[src/rtl/spi_txn_pkg.sv]
// Shared types and helpers for the transaction master.
// Assumes an 8-bit byte and an 8-bit device mask.
package spi_txn_pkg;
    localparam int BYTE_W = 8;
    localparam int MASK_W = 8;

    typedef enum logic [1:0] {
        ST_IDLE,
        ST_FAIL,
        ST_NEXT,
        ST_SHIFT
    } txn_state_t;

    localparam logic [1:0] HDR_BAD = 2'd3;

    // Number of set bits in a mask.
    function automatic logic [3:0] count_ones(input logic [MASK_W-1:0] v);
        logic [3:0] n;
        n = '0;
        for (int i = 0; i < MASK_W; i++) n = n + {3'b000, v[i]};
        return n;
    endfunction
endpackage

[src/rtl/spi_sel_map.sv]
// Maps an active-high select mask to physical select pins.
// Bits in HIGH_MASK are active high. Bits in SPARE_MASK stay inactive high.
// All other bits are active low. Purely combinational.
module spi_sel_map #(
    parameter int              W          = 8,
    parameter logic [W-1:0]    HIGH_MASK  = 8'h01,
    parameter logic [W-1:0]    SPARE_MASK = 8'h08
) (
    input  logic [W-1:0] act_i,
    output logic [W-1:0] sel_o
);
    for (genvar i = 0; i < W; i++) begin : g_pin
        if (HIGH_MASK[i]) begin : g_hi
            assign sel_o[i] = act_i[i];
        end else begin : g_lo
            assign sel_o[i] = ~(act_i[i] & ~SPARE_MASK[i]);
        end
    end
endmodule

[src/rtl/spi_bit_shifter.sv]
// Shifts one byte out, most significant bit first, and one byte in.
// Each bit has half_i cycles with the clock low, then half_i cycles high.
// The input is sampled on the last high cycle.
// Assumes half_i >= 2 and half_i held stable while a byte is shifted.
module spi_bit_shifter #(
    parameter int DIV_W  = 8,
    parameter int BYTE_W = 8
) (
    input  logic              clk,
    input  logic              rst_n,
    input  logic              load_i,
    input  logic [BYTE_W-1:0] tx_i,
    input  logic [DIV_W-1:0]  half_i,
    input  logic              miso_i,
    output logic              sclk_o,
    output logic              mosi_o,
    output logic              last_o,
    output logic [BYTE_W-1:0] rx_next_o
);
    localparam int BIT_W = $clog2(BYTE_W);

    logic              active_q;
    logic              phase_q;
    logic [DIV_W-1:0]  cnt_q;
    logic [BIT_W-1:0]  bitn_q;
    logic [BYTE_W-1:0] txsh_q;
    logic [BYTE_W-1:0] rxsh_q;
    logic              half_end;

    assign half_end  = active_q && (cnt_q == half_i - DIV_W'(1));
    assign last_o    = half_end && phase_q && (bitn_q == BIT_W'(BYTE_W - 1));
    assign rx_next_o = {rxsh_q[BYTE_W-2:0], miso_i};
    assign sclk_o    = phase_q;
    assign mosi_o    = txsh_q[BYTE_W-1];

    // Half-period counter, clock phase, bit index and shift registers.
    always_ff @(posedge clk) begin
        if (!rst_n) begin
            active_q <= 1'b0;
            phase_q  <= 1'b0;
            cnt_q    <= '0;
            bitn_q   <= '0;
            txsh_q   <= '0;
            rxsh_q   <= '0;
        end else if (load_i) begin
            active_q <= 1'b1;
            phase_q  <= 1'b0;
            cnt_q    <= '0;
            bitn_q   <= '0;
            txsh_q   <= tx_i;
        end else if (active_q) begin
            if (half_end) begin
                cnt_q <= '0;
                if (!phase_q) begin
                    phase_q <= 1'b1;
                end else begin
                    phase_q <= 1'b0;
                    rxsh_q  <= rx_next_o;
                    txsh_q  <= txsh_q << 1;
                    bitn_q  <= bitn_q + BIT_W'(1);
                    if (bitn_q == BIT_W'(BYTE_W - 1)) active_q <= 1'b0;
                end
            end else begin
                cnt_q <= cnt_q + DIV_W'(1);
            end
        end
    end
endmodule

[src/rtl/spi_txn_master.sv]
// Runs one serial transaction per idle start command: an optional header,
// then len_i data bytes.
// Rejects bit-order requests, undefined header codes and multi-device
// reads with an error. Assumes the write stream offers a byte only when
// wr_ready_o is high.
module spi_txn_master
    import spi_txn_pkg::*;
#(
    parameter int DIV_W = 8,
    parameter int LEN_W = 8
) (
    input  logic              clk,
    input  logic              rst_n,
    input  logic              start_i,
    input  logic              rd_i,
    input  logic [MASK_W-1:0] mask_i,
    input  logic [2:0]        fmt_i,
    input  logic [BYTE_W-1:0] hdr_hi_i,
    input  logic [BYTE_W-1:0] hdr_lo_i,
    input  logic [LEN_W-1:0]  len_i,
    input  logic [DIV_W-1:0]  half_i,
    input  logic [BYTE_W-1:0] wr_data_i,
    input  logic              wr_valid_i,
    output logic              wr_ready_o,
    output logic [BYTE_W-1:0] rd_data_o,
    output logic              rd_valid_o,
    output logic              busy_o,
    output logic              done_o,
    output logic              ok_o,
    output logic              sclk_o,
    output logic              mosi_o,
    input  logic              miso_i,
    output logic [MASK_W-1:0] sel_o
);
    localparam logic [DIV_W-1:0] HALF_MIN = DIV_W'(2);

    txn_state_t        state_q;
    logic              rd_q;
    logic              data_q;
    logic [1:0]        hdr_left_q;
    logic [BYTE_W-1:0] hh_q;
    logic [BYTE_W-1:0] hl_q;
    logic [LEN_W-1:0]  left_q;
    logic [DIV_W-1:0]  half_q;
    logic [MASK_W-1:0] sel_act_q;
    logic              done_q;
    logic              ok_q;
    logic              rdv_q;
    logic [BYTE_W-1:0] rdd_q;

    logic              cmd_err;
    logic              hdr_go;
    logic              data_go;
    logic              load;
    logic              finish;
    logic [BYTE_W-1:0] load_byte;
    logic              last;
    logic [BYTE_W-1:0] rx_next;

    // Decode command legality at the start edge.
    always_comb begin
        cmd_err = fmt_i[2] || (fmt_i[1:0] == HDR_BAD) ||
                  (rd_i && (count_ones(mask_i) > 4'd1));
    end

    // Pick the next byte to send while in the gap state.
    always_comb begin
        hdr_go  = (state_q == ST_NEXT) && (hdr_left_q != 2'd0);
        data_go = (state_q == ST_NEXT) && (hdr_left_q == 2'd0) && (left_q != '0);
        finish  = (state_q == ST_NEXT) && (hdr_left_q == 2'd0) && (left_q == '0);
        load    = hdr_go || (data_go && (rd_q || wr_valid_i));
        if (hdr_left_q == 2'd2)      load_byte = hh_q;
        else if (hdr_left_q == 2'd1) load_byte = hl_q;
        else if (rd_q)               load_byte = '0;
        else                         load_byte = wr_data_i;
    end

    assign wr_ready_o = data_go && !rd_q;
    assign busy_o     = (state_q != ST_IDLE);
    assign done_o     = done_q;
    assign ok_o       = ok_q;
    assign rd_valid_o = rdv_q;
    assign rd_data_o  = rdd_q;

    // Transaction sequencing: capture, header, data, completion.
    always_ff @(posedge clk) begin
        if (!rst_n) begin
            state_q    <= ST_IDLE;
            rd_q       <= 1'b0;
            data_q     <= 1'b0;
            hdr_left_q <= 2'd0;
            hh_q       <= '0;
            hl_q       <= '0;
            left_q     <= '0;
            half_q     <= HALF_MIN;
            sel_act_q  <= '0;
            done_q     <= 1'b0;
            ok_q       <= 1'b0;
            rdv_q      <= 1'b0;
            rdd_q      <= '0;
        end else begin
            done_q <= 1'b0;
            rdv_q  <= 1'b0;
            case (state_q)
                ST_IDLE: if (start_i) begin
                    rd_q       <= rd_i;
                    hh_q       <= hdr_hi_i;
                    hl_q       <= hdr_lo_i;
                    left_q     <= len_i;
                    hdr_left_q <= fmt_i[1:0];
                    half_q     <= (half_i < HALF_MIN) ? HALF_MIN : half_i;
                    if (cmd_err) begin
                        state_q <= ST_FAIL;
                    end else begin
                        state_q   <= ST_NEXT;
                        sel_act_q <= mask_i;
                    end
                end
                ST_FAIL: begin
                    done_q  <= 1'b1;
                    ok_q    <= 1'b0;
                    state_q <= ST_IDLE;
                end
                ST_NEXT: begin
                    if (hdr_go) begin
                        hdr_left_q <= hdr_left_q - 2'd1;
                        data_q     <= 1'b0;
                        state_q    <= ST_SHIFT;
                    end else if (load) begin
                        left_q  <= left_q - LEN_W'(1);
                        data_q  <= 1'b1;
                        state_q <= ST_SHIFT;
                    end else if (finish) begin
                        done_q    <= 1'b1;
                        ok_q      <= 1'b1;
                        sel_act_q <= '0;
                        state_q   <= ST_IDLE;
                    end
                end
                ST_SHIFT: if (last) begin
                    state_q <= ST_NEXT;
                    if (data_q && rd_q) begin
                        rdv_q <= 1'b1;
                        rdd_q <= rx_next;
                    end
                end
                default: state_q <= ST_IDLE;
            endcase
        end
    end

    spi_bit_shifter #(
        .DIV_W  (DIV_W),
        .BYTE_W (BYTE_W)
    ) u_shift (
        .clk       (clk),
        .rst_n     (rst_n),
        .load_i    (load),
        .tx_i      (load_byte),
        .half_i    (half_q),
        .miso_i    (miso_i),
        .sclk_o    (sclk_o),
        .mosi_o    (mosi_o),
        .last_o    (last),
        .rx_next_o (rx_next)
    );

    spi_sel_map #(
        .W          (MASK_W),
        .HIGH_MASK  (8'h01),
        .SPARE_MASK (8'h08)
    ) u_sel (
        .act_i (sel_act_q),
        .sel_o (sel_o)
    );
endmodule

[config.mk]
export PLATFORM = sky130hd
export DESIGN_NAME = spi_txn_master
export DESIGN_NICKNAME = d
export VERILOG_FILES = /design/src/rtl/spi_txn_pkg.sv /design/src/rtl/spi_sel_map.sv /design/src/rtl/spi_bit_shifter.sv /design/src/rtl/spi_txn_master.sv
export SDC_FILE = /design/constraint.sdc
export NUM_CORES = 1
export LEC_CHECK = 0
export ABC_AREA = 1
export CAP_MARGIN = 20
export CORE_MARGIN = 3
export CORE_UTILIZATION = 53
export CTS_CLUSTER_DIAMETER = 80
export DETAILED_ROUTE_END_ITERATION = 10
export PLACE_DENSITY_LB_ADDON = 0.3
export SETUP_SLACK_MARGIN = 0.05
export SYNTH_ARGS = -nofsm -noshare
export SYNTH_HDL_FRONTEND = slang
export SYNTH_SLANG_ARGS = --single-unit
[constraint.sdc]
create_clock -name clk -period 5.1 [get_ports clk]
set_clock_uncertainty 0.2 [all_clocks]
set_input_delay 1.02 -clock clk [delete_from_list [all_inputs] [get_ports clk]]
set_output_delay 1.02 -clock clk [all_outputs]
set_load 0.03 [all_outputs]
==> flow_metrics.tcl <==
set metrics [dict create \
    status "finished clean" \
    synth-seq-area-share_pct 38.4 \
    ant_nets 0 \
    cts-root-buf "clkbuf_8" \
    routabilityCongestion 0.821 \
    clock_path_buffers 2 \
    syn_nets 702 \
    p_total_uw 2420 \
    mostFrequentLayoutCell "nand2_1" \
    cp.arrival_ps 4670 \
    syn_area_per_cell_um2 7.01 \
    antenna_found_initial 0 \
    num_rows 32 \
    h-tree-depth 3 \
    p_leak_uw 0.00238 \
    synth_xor_area_share_pct 1.80 \
    power_per_cell_area_nw_per_um2 451 \
    synth-seq-cells 84 \
    synth_area_um2 4380 \
    tns_ps 0 \
    grt_usage_pct 21.4 \
    mostFrequentLayoutCells "nand2_1, nor2_1, dfxtp_1" \
    firstDrtPassIters 4 \
    start_util_pct 55.5 \
    grt_max_degree 53 \
    area_delta_synth_final_pct 22.5 \
    hold_slack_ps 262 \
    clk_pin_slew_ps 80 \
    rsz0062_at_grt "no" \
    cts_made_buffers 9 \
    cp_max_fo 14 \
    ys_warn_count 0 \
    cts.repair.resized 0 \
    die_x_um 96.9 \
    synthAdderAreaFrac_pct 6.40 \
    end_kind "flop" \
    drtIter0Drc 177 \
    cp-start-kind "input pin" \
    drive_gt1_share_pct 5.90 \
    grt_pass1_vias 3838 \
    min-delay-path-class "flop to flop" \
    muxShareOfSynthArea_pct 0 \
    synth-compound-area-share_pct 16.6 \
    synth_top_family_by_area "simple AND/OR/NAND/NOR gates" \
    ios 80 \
    wirelength_um 9960 \
    dp_hpwl_um 7220 \
    synthCells 625 \
    peakVddDrop_mv 0.333 \
    vias 4073 \
    cap_violations 0 \
    dieHeight_um 96.9 \
    postCtsHoldBufs 0 \
    slew_violations 0 \
    fin_ws_ps 453 \
    postCtsSetupBuffers 0 \
    maxSlewHeadroom_pct 46.0 \
    timing.fmax_ghz 0.215 \
    overflow 0 \
    tritoncts "yes" \
    critical_path_required_ps 5120 \
    finalSetupViolCount 0 \
    fin_nets 767 \
    synth_top_area_cell "dfxtp_1" \
    grt_pass1_wl_um 17100 \
    routed_via_density 5.11 \
    synth_cell_type_count 39 \
    core-area_um2 7890 \
    yosys.area_share.simple_pct 26.0 \
    clock_latency_ps 350 \
    drc 0 \
    hold_viol 0 \
    synthTopCellsByArea "dfxtp_1, nand2_1, nor2_1" \
    diodes 0 \
    final_core_util_pct 68.0 \
    worstMarginPinSlew_ps 808 \
    place_ws_ps -61.5 \
    fillers 656 \
    finalCriticalPeriod_ps 4650 \
    port_buffers 78 \
    dieArea_um2 9390 \
    cts_sinks 84 \
    fin_crit_sh_pct 91.1 \
    routedWlPerCell_um 12.5 \
    crit_type "input pin to flop" \
    netlist.area_leader.share_pct 38.4 \
]
[power breakdown]
group | switching, µW | internal (µW) | leakage, µW
logic | 676 | 393 | 0.00160
clock network | 235 | 214 | 0.0000982
registers | 103 | 796 | 0.000686
[cell usage after synthesis (all sizes together)]
| master | count |
|---|---|
| a2111oi | 1 |
| o21ai | 56 |
| a211oi | 8 |
| nand3b | 2 |
| nand2 | 111 |
| or2 | 1 |
| xnor2 | 3 |
| o21a | 1 |
| a21oi | 43 |
| dfxtp | 84 |
| xor2 | 6 |
| a22oi | 7 |
| inv | 87 |
| a31oi | 11 |
| ha | 16 |
| nand4 | 4 |
| nor2 | 114 |
| fa | 4 |
| o211ai | 1 |
| nand3 | 27 |
| clkinv | 3 |
| a221oi | 1 |
| conb | 1 |
| buf | 11 |
| clkbuf | 15 |
| a21boi | 1 |
| o22ai | 1 |
| nor3 | 5 |
[stage by stage]
stage | cells | instance area, µm²
global placement | 781 | 5170
global route | 797 | 5360
floorplan | 625 | 4380
CTS | 797 | 5360
finish | 797 | 5360
detailed placement | 781 | 5170
[final timing paths]
kind,depth (start not counted),slack [ps],from,end
worst max-delay path,16,450,mask_i[0],sel_act_q[1]
worst min-delay path,2,260,hh_q[7],hh_q[7]
worst max register to register,11,1880,state_q[0],left_q[2]
worst min register to register,2,260,hh_q[7],hh_q[7]
[flip-flops by register name, summed over array words and instances (netlist names)]
name              flops
data_q                1
done_o                1
half_q                8
hdr_left_q            2
hh_q                  8
hl_q                  8
left_q                8
ok_o                  1
rd_data_o             8
rd_q                  1
rd_valid_o            1
sel_act_q             7
state_q               2
u_shift.active_q      1
u_shift.bitn_q        3
u_shift.cnt_q         8
u_shift.rxsh_q        7
u_shift.sclk_o        1
u_shift.txsh_q        8
[layout make-up]
type	count	area, µm²	area share [%]
Multi-Input combinational cell	425	2230	41.6
Sequential cell	84	1680	31.4
Timing Repair Buffer	80	796	14.8
Inverter	90	339	6.32
Clock buffer	12	165	3.08
Tap cell	102	128	2.38
Clock inverter	4	22.5	0.420
[worst max-delay path, cell delays in order]
cell,delay (ps)
clkdlybuf4s50_1,450
fa_1,560
inv_1,50
fa_1,490
fa_1,400
inv_1,80
ha_1,170
inv_1,60
fa_1,470
o21ai_0,60
o21ai_0,150
nand2_1,90
a21oi_1,170
o21ai_2,190
a21oi_1,200
nor2_1,50
[layer usage]
| layer | GRT usage [%] | wire length [µm] | up-vias |
|---|---|---|---|
| li1 | - | - | 2125 |
| met4 | 7.13 | 141 | 0 |
| met2 | 35.5 | 4820 | 98 |
| met1 | 28.1 | 4530 | 1836 |
| met3 | 3.82 | 463 | 14 |
| met5 | 0 | 0 | - |
[logic make-up (layout without fill, tap and decap cells)]
kind of cell    count (synthesis)  in the layout
other cells                     1              1
simple gates                  264            264
xor+xnor                        9              9
fa+ha+maj                      20             20
compound gates                131            131
flops                          84             84
buf+inv                       116            186
No activity file was read; power rests on OpenSTA's default activity.
